[src/rtl/rtc_timebase.sv]
module rtc_timebase #(
  parameter int PRESC_W = 20,
  parameter int CNT_W   = 16,
  parameter int WR_LAT  = 3
) (
  input  logic             clk,
  input  logic             rst_n,
  input  logic             wr_en,
  input  logic [2:0]       addr,
  input  logic [15:0]      wdata,
  output logic [15:0]      rdata,
  input  logic [CNT_W-1:0] alarm_val,
  output logic             tick,
  output logic             irq
);
  localparam int HI_W  = PRESC_W - 16;
  localparam int LAT_W = $clog2(WR_LAT + 1);
  localparam logic [2:0] A_IE = 3'd0, A_FLG = 3'd1, A_RHI = 3'd2, A_RLO = 3'd3, A_CNT = 3'd4;

  logic [3:0]         ie, flag, flag_set, flag_clr;
  logic [HI_W-1:0]    rld_hi;
  logic [15:0]        rld_lo, pend_data, cnt_rd;
  logic [2:0]         pend_addr;
  logic [LAT_W-1:0]   busy;
  logic [PRESC_W-1:0] presc, reload, new_reload;
  logic [CNT_W-1:0]   cnt, cnt_next;

  wire ready    = busy == '0;
  wire prot     = addr == A_IE || addr == A_RHI || addr == A_RLO || addr == A_CNT;
  wire accept   = wr_en && prot && ready;
  wire commit   = busy == LAT_W'(1);
  wire com_hi   = commit && pend_addr == A_RHI;
  wire com_lo   = commit && pend_addr == A_RLO;
  wire com_rld  = com_hi || com_lo;
  wire com_cnt  = commit && pend_addr == A_CNT;

  assign reload     = {rld_hi, rld_lo};
  assign new_reload = com_hi ? {pend_data[HI_W-1:0], rld_lo} : {rld_hi, pend_data};
  assign tick       = reload != '0 && presc == '0;
  assign cnt_next   = cnt + 1'b1;
  assign cnt_rd     = 16'(cnt);

  assign flag_set = {commit,
                     tick && !com_cnt && (&cnt),
                     tick && !com_cnt && cnt_next == alarm_val,
                     tick};
  assign flag_clr = (wr_en && addr == A_FLG) ? ~wdata[3:0] : 4'b0;
  assign irq      = |(flag & ie);

  always_comb begin
    case (addr)
      A_IE:    rdata = {12'b0, ie};
      A_FLG:   rdata = {10'b0, ready, 1'b0, flag};
      A_CNT:   rdata = cnt_rd;
      default: rdata = 16'b0;
    endcase
  end

  always_ff @(posedge clk) begin
    if (!rst_n) begin
      busy      <= '0;
      pend_addr <= '0;
      pend_data <= '0;
    end else if (accept) begin
      busy      <= LAT_W'(WR_LAT);
      pend_addr <= addr;
      pend_data <= wdata;
    end else if (!ready) begin
      busy <= busy - 1'b1;
    end
  end

  always_ff @(posedge clk) begin
    if (!rst_n) begin
      ie     <= '0;
      rld_hi <= '0;
      rld_lo <= '0;
    end else begin
      if (commit && pend_addr == A_IE) ie <= pend_data[3:0];
      if (com_hi) rld_hi <= pend_data[HI_W-1:0];
      if (com_lo) rld_lo <= pend_data;
    end
  end

  always_ff @(posedge clk) begin
    if (!rst_n)              presc <= '0;
    else if (com_rld)        presc <= new_reload;
    else if (reload != '0)   presc <= (presc == '0) ? reload : presc - 1'b1;
  end

  always_ff @(posedge clk) begin
    if (!rst_n)       cnt <= '0;
    else if (com_cnt) cnt <= pend_data[CNT_W-1:0];
    else if (tick)    cnt <= cnt_next;
  end

  always_ff @(posedge clk) begin
    if (!rst_n) flag <= '0;
    else        flag <= (flag & ~flag_clr) | flag_set;
  end

  assert_ready_drop_R2: assert property (@(posedge clk) disable iff (!rst_n)
    accept |=> !ready);
  assert_busy_bound_R2: assert property (@(posedge clk) disable iff (!rst_n)
    busy <= LAT_W'(WR_LAT));
  assert_ignored_write_R3: assert property (@(posedge clk) disable iff (!rst_n)
    (wr_en && prot && !ready) |=> $stable(pend_data) && $stable(pend_addr));
  assert_tick_spacing_R5: assert property (@(posedge clk) disable iff (!rst_n)
    (tick && !com_rld) |=> !tick);
  assert_tick_flag_R6: assert property (@(posedge clk) disable iff (!rst_n)
    tick |=> flag[0]);
  assert_alarm_irq_R11: assert property (@(posedge clk) disable iff (!rst_n)
    (flag[1] && ie[1]) |-> irq);

  for (genvar i = 0; i < 4; i++) begin : g_sticky
    assert_sticky_R10: assert property (@(posedge clk) disable iff (!rst_n)
      $fell(flag[i]) |-> $past(wr_en && addr == A_FLG && !wdata[i]));
  end
endmodule

[config.mk]
export PLATFORM = sky130hd
export DESIGN_NAME = rtc_timebase
export DESIGN_NICKNAME = d
export VERILOG_FILES = /design/src/rtl/rtc_timebase.sv
export SDC_FILE = /design/constraint.sdc
export NUM_CORES = 1
export LEC_CHECK = 0
export ABC_AREA = 1
export BUFFER_PORTS_ARGS = -buffer_cell sky130_fd_sc_hd__buf_2
export CAP_MARGIN = 40
export CELL_PAD_IN_SITES_DETAIL_PLACEMENT = 1
export CELL_PAD_IN_SITES_GLOBAL_PLACEMENT = 1
export CORE_ASPECT_RATIO = 0.75
export CORE_UTILIZATION = 30
export CTS_CLUSTER_DIAMETER = 100
export DETAILED_ROUTE_END_ITERATION = 8
export PLACE_DENSITY_LB_ADDON = 0.08
export SYNTH_ARGS = -nofsm -noshare
export SYNTH_HDL_FRONTEND = slang
export SYNTH_SLANG_ARGS = --single-unit
[constraint.sdc]
create_clock -name clk -period 3.3 [get_ports clk]
set_input_delay 0.165 -clock clk [delete_from_list [all_inputs] [get_ports clk]]
set_output_delay 0.165 -clock clk [all_outputs]
set_load 0.02 [all_outputs]
### After elaboration in Yosys (flattened, before gate mapping)

Index checks and enable logic that the tools add are counted.

| storage, ports and cells | value |
|---|---|
| flip-flop bits (word level) | 85 |
| latch bits | 0 |
| RAM bits | 0 |
| memory bits (read-only) | 0 |
| input bits | 38 |
| output and inout port bits | 18 |
| word-level logic and storage cells | 62 |
| memories | 0 |

| cells by class | value |
|---|---|
| add/subtract/negate cells | 3 |
| $mul | 0 |
| div/mod/pow operators | 0 |
| magnitude comparators | 0 |
| eq/ne operators | 10 |
| shift-type cells | 0 |
| mux-type cells | 10 |
| bitwise gates (word level) | 5 |
| reductions and logical operators | 25 |

Operators by type and width:

| kind | number |
|---|---|
| $mux 20 | 4 |
| $pmux 16 s3 | 1 |
| $mux 16 | 2 |
| $logic_not 20->1 | 1 |
| $reduce_bool 20->1 | 1 |
| $sub 20x1->20 const B | 1 |
| $add 16x1->16 const B | 1 |
| $eq 16x16->1 | 1 |
| $reduce_and 16->1 | 1 |
| $eq 3x2->1 const B | 4 |
| $logic_and 1x1->1 | 11 |
| $and 4x4->4 | 2 |
| $not 4->4 | 2 |
| $eq 3x3->1 const B | 2 |
| $logic_not 3->1 | 2 |
| $logic_or 1x1->1 | 4 |
| $mux 2 | 2 |
| $mux 4 | 1 |
| $or 4x4->4 | 1 |
| $reduce_bool 2->1 | 2 |
| $reduce_or 4->1 | 1 |
| $eq 3x1->1 const B | 1 |
| $eq 2x1->1 const B | 1 |
| $logic_not 2->1 | 1 |
| other kinds (3) | 3 |

### Longest topological paths before layout

Gate-level depths: netlist (run 1).

| depth | value |
|---|---|
| depth in word-level cells | 7 |
| gate-level depth with buffers | 13 |
| gate-level depth less buffers | 13 |

### Worst setup path before layout (run 1)

No wires, ideal clock.

| timing path | value |
|---|---|
| kind | register to register |
| start point | register busy[0] |
| end point | register rld_lo[13] |
| setup time | 0.134 ns |
| arrival | 1.542 ns |
| data required time | 3.166 ns |
| setup slack | 1.624 ns |
| stages on the path, launching flop included | 11 |
| buffers on the path | 2 |
| period minus slack after synthesis | 1.676 ns |
| cell sequence | dfxtp_1 ha_1 inv_1 nor2_1 nand2_1 buf_2 nor2_2 inv_1 buf_2 nand2_1 a21oi_1 |

| between the ends | value |
|---|---|
| cells in the longest elaborated chain, start to end | 2 |

RTL lines:

| item | line | source |
|---|---|---|
| from (decl) | 24 | `logic [LAT_W-1:0] busy;` |
| from (signal assigned) | 65 | `busy <= LAT_W'(WR_LAT);` |
| from (signal assigned) | 69 | `busy <= busy - 1'b1;` |
| $eq 2x1->1 | 31 | `wire commit = busy == LAT_W'(1);` |
| $logic_and 1x1->1 | 33 | `wire com_lo = commit && pend_addr == A_RLO;` |
| to (signal assigned) | 81 | `if (com_lo) rld_lo <= pend_data;` |
| to (decl) | 22 | `logic [15:0] rld_lo, pend_data, cnt_rd;` |

No other way between the ends.
A chain may end at the register's enable or synchronous reset.

### Worst setup path in the final report (run 1)

| timing path | value |
|---|---|
| start point | register presc[8] |
| end point | output tick |

| between the ends | value |
|---|---|
| cells in the longest elaborated chain, start to end | 2 |

RTL lines:

| item | line | source |
|---|---|---|
| from (decl) | 25 | `logic [PRESC_W-1:0] presc, reload, new_reload;` |
| from (signal assigned) | 87 | `else if (com_rld) presc <= new_reload;` |
| from (signal assigned) | 88 | `else if (reload != '0) presc <= (presc == '0) ? reload : presc - 1'b1;` |
| $logic_not 20->1 | 39 | `assign tick = reload != '0 && presc == '0;` |
| $logic_and 1x1->1 | 39 |  |
| to (decl) | 13 | `output logic tick,` |

No other way between the ends.

==> flow_metrics.tcl, run 1 <==
set metrics [dict create \
    route.vias.total 5339 \
    timing.slew.headroom 0.502 \
    async_flop_share 0 \
    ctsHoldBuffers 0 \
    final_hold_violating_endpoints 0 \
    placeableCoreArea_mm2 0.0161 \
    cp_cell_instances "nor2_2 > inv_1 > nor3_1 > nand4_1 > a31oi_1 > buf_2" \
    clk_lat_worst_skew_ns 0.35 \
    worstSetupPathType "flop to primary output" \
    hold_path_depth 3 \
    worstReg2RegEnd "presc[0]" \
    vias_in_the_first_global_route 5363 \
    area_growth_pct 15.8 \
    place_inst 1035 \
    whs_endpoint "pend_data[7]" \
    placement.cell_area_mm2 0.00544 \
    max-cap-violations 0 \
    globalRouteOverflowTotal 0 \
    largest_incremental_delay_on_the_critical_path_ns 0.58 \
    buffer_ports.inserted 55 \
    die-height_um 113 \
    drt_pre_antenna_iters 4 \
    post_synth_instance_area_mm2 0.00497 \
    netlist_instances 790 \
    finish.utilization 0.357 \
    warnings_from_yosys 0 \
    postSynthAreaPerCell_um2 6.29 \
    stdcell_area_mm2 0.00575 \
    final-max-slew-violation-count 0 \
    gr-usage-all-layers 0.221 \
    cts_inserted_buffers 9 \
    worst_setup_hold_path_clk_slew_ns 0.06 \
    drt_wl_total_um 18000 \
    hold_class "input port to flop" \
    antenna_found_initial 0 \
    htree_num_levels 3 \
    post_cts.resized_instances 0 \
    final_antenna_net_count 0 \
    yosys.cell_types.count 33 \
    power_density_relative_to_cell_area_mw_per_mm2 854 \
    total_setup_buffers_inserted_after_cts 0 \
    syn-num-nets 833 \
    layout-drive-gt1-share 0.114 \
    critical_path_data_arrival_time_ns 2.71 \
    synth.yosys.seq_area_share 0.342 \
    grt_max_degree 42 \
    drt-wirelength-per-cell_um 17.2 \
    setup_violations_final 0 \
    antenna_cells_inserted 0 \
    cts_sinks 85 \
    cts_tree "built" \
    io-pin-count 56 \
    worst_reg2reg_startpoint "busy[1]" \
    timing.fmax_mhz 348 \
    finalSetupTns_ns 0 \
    cts-root-buf "clkbuf_16" \
    design.die.area_mm2 0.0171 \
    crit_slowest_cell "nand4_1" \
    fin_skew_ns 0.0110 \
    crit_fanout 12 \
    place_congestion 0.830 \
    ys_ff_latch 85 \
    nets 879 \
    rrSetupSlack_ns 0.78 \
    unrepaired_setup_endpoints_after_global_routing "no" \
    critPathCaptureType "primary output" \
    cts_buffer_depth 2 \
    floorplan.initialDensity 0.308 \
    total_leakage_power_nw 2.41 \
    wire_length_of_the_first_global_routing_pass_um 28900 \
    rows 40 \
    holdCritStartpoint "wdata[7]" \
    run_status "completed" \
    post_layout_nonfiller_instances 1051 \
    vdd.ir_drop.worst_mv 0.278 \
    synth_edf_count 0 \
    dp_hpwl_um 14200 \
    dieWidth_um 151 \
    drc 0 \
    cp.required_ns 3.13 \
    worst_pin_slew_ns 0.746 \
    post-route-min-period_ns 2.87 \
    synthFlopType "dfxtp_1" \
    drt-vias-per-instance 5.08 \
    worstRegToRegCells 10 \
    final.fill_count 2126 \
    startpoint_type_of_the_worst_setup_path "flop" \
    drt_first_iter_violations 308 \
    final_min_period_over_clock_period 0.871 \
]
worst max-delay path: cells and delay by family (launching register included):
family | cells | cell delay (ns)
AND/OR/NAND/NOR | 3 | 1.07
buffers and inverters | 2 | 0.41
flip-flops | 1 | 0.36
AO/OA/AOI/OAI | 1 | 0.50
flip-flops by register name, indices dropped and copies added (netlist names):
signal and cells:
ie 4, cnt 16, pend_addr 3, rld_hi 4
rld_lo 16, presc 20, busy 2, pend_data 16
flag 4
power by group:
| group | internal, mW | switching (mW) | total (mW) |
|---|---|---|---|
| Clock | 0.648 | 0.426 | 1.07 |
| Sequential | 1.19 | 0.169 | 1.36 |
| Combinational | 0.793 | 1.69 | 2.48 |
| Total | 2.63 | 2.29 | 4.92 |
worst max-delay path by stage:
stage              from         end  slack (ns)  cells past startpoint
6_report       presc[8]        tick        0.43                      6
3_3_place_gp   presc[8]        tick        0.83                      6
4_1_cts        presc[8]        tick        0.45                      6
5_1_grt        presc[8]        tick        0.27                      6
3_5_place_dp    busy[1]    presc[0]        0.83                     10
2_1_floorplan   busy[0]  rld_lo[13]        1.62                     10
cell families (layout without fill, tap and decap cells):
family                     count (synthesis)  in the layout  share of synthesized area
DFF                                       85             85                      0.342
AOI/OAI and AO/OA                        171            171                      0.189
xor gates and xnor gates                  14             14                     0.0274
adders and majority gates                  5              5                     0.0126
and+or+nand+nor                          407            407                      0.340
buffers and inverters                    108            159                     0.0893
layer usage:
metal / wire, um / vias up / GRT usage / part of all wire
met1: 9500 / 2581 / 0.329 / 0.53
met3: 721 / 16 / 0.0376 / 0.040
li1: - / 2673 / - / -
met5: 0 / - / 0 / 0
met4: 201 / 0 / 0.0527 / 0.011
met2: 7610 / 69 / 0.329 / 0.42
placed cells by master, fill, tap and decap left out, types with 2 or more instances in the layout:
cell type  synthesis  final
and2_1             2      2
buf_2              7     55
nor2_1           129    129
nand3b_1           5      5
clkbuf_16          0      9
nand4_1           10     10
a21oi_2            2      2
buf_4              2      6
nor2_2             8      8
o21ai_0           74     74
a41oi_1            4      4
nand2_1          192    192
ha_1               5      5
nand2_2            2      2
a21oi_1           59     59
nand3_1           49     49
inv_1             77     77
inv_2              3      3
nor3_1             7      7
nor2_4             2      2
o21ai_1            2      2
xnor2_1            3      3
a31oi_1           21     21
clkbuf_8           0      3
dfxtp_1           85     85
o211ai_1           6      6
xor2_1            10     10
synth_stat cells (4+ instances only):
master / number / area [um^2]
a31oi_1: 21 / 131
nand3_1: 49 / 245
a41oi_1: 4 / 35.0
nand2_1: 192 / 721
ha_1: 5 / 62.6
a21oi_1: 59 / 295
clkbuf_1: 15 / 56.3
dfxtp_1: 85 / 1700
nand4_1: 10 / 62.6
nor2_1: 129 / 484
buf_2: 7 / 35.0
nand3b_1: 5 / 37.5
o21ai_0: 74 / 370
xor2_1: 10 / 87.6
inv_1: 77 / 289
nor3_1: 7 / 35.0
nor2_2: 8 / 50.1
o211ai_1: 6 / 45.0
per-stage QoR:
stage / power [mW] / setup slack (ns) / hold WS, ns
finish: 4.92 / 0.427 / 0.0484
CTS: 4.93 / 0.445 / 0.0466
floorplan: 3.17 / 1.62 / 0.300
detailed placement: 3.85 / 0.825 / 0.403
global placement: 3.80 / 0.829 / 0.391
global route: 5.33 / 0.270 / 0.0603
area by class of cell:
type | instances | area (um^2) | share of cell area
Multi-Input combinational cell | 597 | 2830 | 0.491
Sequential cell | 85 | 1700 | 0.296
Clock buffer | 13 | 270 | 0.0470
Tap cell | 210 | 263 | 0.0457
Inverter | 81 | 304 | 0.0528
Timing Repair Buffer | 62 | 348 | 0.0604
Clock inverter | 3 | 42.5 | 0.00739
No activity file was read; power rests on OpenSTA's default activity.
==> run 2, diff against run 1 <==
- CORE_UTILIZATION: 30 -> 40
- CTS_CLUSTER_DIAMETER: 100 -> 60
==> flow_metrics.tcl, run 2 (synthesis gave the netlist of run 1 again) <==
set metrics [dict create \
    layout-drive-gt1-share 0.113 \
    buffer_ports.inserted 55 \
    post-route-worst-setup-slack_ns 0.482 \
    clk_lat_worst_skew_ns 0.35 \
    post_cts.resized_instances 0 \
    cts_buffer_depth 2 \
    ctsHoldBuffers 0 \
    grt_max_degree 46 \
    design.die.area_mm2 0.0129 \
    final.fill_count 1639 \
    final_hold_violating_endpoints 0 \
    run_status "completed" \
    critical_path.endpoint "tick" \
    htree_num_levels 3 \
    antenna_cells_inserted 0 \
    route.vias.total 5414 \
    fin_skew_ns 0.00870 \
    unrepaired_setup_endpoints_after_global_routing "no" \
    worst_setup_hold_path_clk_slew_ns 0.07 \
    final_cell_mix "192 x nand2_1, 129 x nor2_1, 85 x dfxtp_1, 77 x inv_1, 74 x o21ai_0" \
    rows 34 \
    critPathCaptureType "primary output" \
    floorplan.initialDensity 0.419 \
    timing.slew.headroom 0.419 \
    startpoint_type_of_the_worst_setup_path "flop" \
    total_leakage_power_nw 2.41 \
    io-pin-count 56 \
    worst_reg2reg_startpoint "busy[1]" \
    max_flop_register "presc" \
    largest_register_ff_count 20 \
    p_total_mw 4.97 \
    vdd.ir_drop.worst_mv 0.404 \
    drt-vias-per-instance 5.41 \
    globalRouteOverflowTotal 0 \
    dp_hpwl_um 13300 \
    cts_sinks 85 \
    wire_length_of_the_first_global_routing_pass_um 27800 \
    drc 0 \
    stdcell_area_mm2 0.00568 \
    total_setup_buffers_inserted_after_cts 0 \
    placement.cell_area_mm2 0.00535 \
    cts-root-buf "clkbuf_16" \
    critical_path_depth 6 \
    crit_fanout 12 \
    final_min_period_over_clock_period 0.854 \
    final_antenna_net_count 0 \
    rrSetupSlack_ns 0.74 \
    commonest_non_fill_non_tap_cell_in_the_layout "nand2_1" \
    cts_inserted_buffers 9 \
    final.hold.worst_slack_ns 0.0445 \
    nets 877 \
    antenna_found_initial 0 \
    cp_cell_instances "nor2_2 > inv_1 > nor3_1 > nand4_1 > a31oi_1 > buf_2" \
    drt_pre_antenna_iters 4 \
    setup_violations_final 0 \
    largest_incremental_delay_on_the_critical_path_ns 0.58 \
    area_growth_pct 14.3 \
    place_congestion 0.923 \
    critical_path_data_arrival_time_ns 2.65 \
    worst_pin_slew_ns 0.871 \
    timing.fmax_mhz 355 \
    die-height_um 98.5 \
    worstSetupPathType "flop to primary output" \
    max-cap-violations 0 \
    drt-wirelength-per-cell_um 17.2 \
    final-max-slew-violation-count 0 \
    drt_first_iter_violations 332 \
    worstSetupStartpoint "presc[8]" \
    cpLargestDelayFamily "simple AND/OR/NAND/NOR gates" \
    detailedPlace.worstSlack_ns 0.816 \
    worstReg2RegEnd "presc[0]" \
    vias_in_the_first_global_route 5418 \
    hold_class "input port to flop" \
    cp.required_ns 3.13 \
    worstRegToRegCells 10 \
    finalSetupTns_ns 0 \
    placeableCoreArea_mm2 0.0119 \
    cp.buffers_inverters 2 \
    dieWidth_um 131 \
    gr-usage-all-layers 0.282 \
    drt_wl_total_um 17200 \
    power_density_relative_to_cell_area_mw_per_mm2 875 \
    post-route-min-period_ns 2.82 \
    cts_tree "built" \
    crit_slowest_cell "nand4_1" \
]
[run 2: cell count changes in the layout (fill, tap and decap cells not counted)]
cell        previous run  this run
clkinv_4               0         2
buf_16                 1         0
buf_4                  6         5
bufinv_16              1         2
clkbuf_1               1         0
clkbuf_8               3         2
clkinvlp_4             1         0
[run 2: routing by layer]
layer	track usage	wire [um]	vias to the layer above	share of wire
met5	0	0	-	0
met4	0.0769	242	0	0.014
met3	0.0505	867	18	0.050
met2	0.425	7390	122	0.43
met1	0.411	8690	2606	0.51
li1	-	-	2668	-
[run 2: through the flow]
step,util,instances
6_report,0.479,1001
5_1_grt,0.479,1001
4_1_cts,0.479,1001
3_5_place_dp,0.450,985
3_3_place_gp,0.450,985
2_1_floorplan,-,790
[run 2: worst min path at each step]
stage	from	endpoint	slack [ns]	cells past startpoint
global placement	wdata[8]	pend_data[8]	0.39	3
detailed placement	wdata[7]	pend_data[7]	0.40	3
CTS	wdata[9]	pend_data[9]	0.04	3
finish	wdata[9]	pend_data[9]	0.04	3
global route	wdata[9]	pend_data[9]	0.06	3
floorplan	addr[2]	pend_addr[2]	0.30	2
[run 2: power breakdown]
group | switching, mW | total (mW) | internal, mW
combinational | 1.68 | 2.47 | 0.788
sequential | 0.171 | 1.36 | 1.19
clock | 0.436 | 1.14 | 0.706
total | 2.29 | 4.97 | 2.68
[run 2: final cells by class]
cell class	count	area [um^2]	share of cell area
clock buffer	11	253	0.0445
clock inverter	5	82.6	0.0145
inverter	81	304	0.0535
multi-input combinational	597	2830	0.497
sequential	85	1700	0.299
tap	162	203	0.0357
timing repair buffer	60	313	0.0551
[run 2: worst register-to-register path: stages (launching register included)]
cell and delay (ns):
dfxtp_1 0.32, inv_1 0.06, ha_1 0.19, inv_1 0.07, nor2_1 0.05, nand2_1 0.08
inv_1 0.24, nor2_2 0.66, inv_2 0.33, o21ai_0 0.35, a41oi_2 0.06
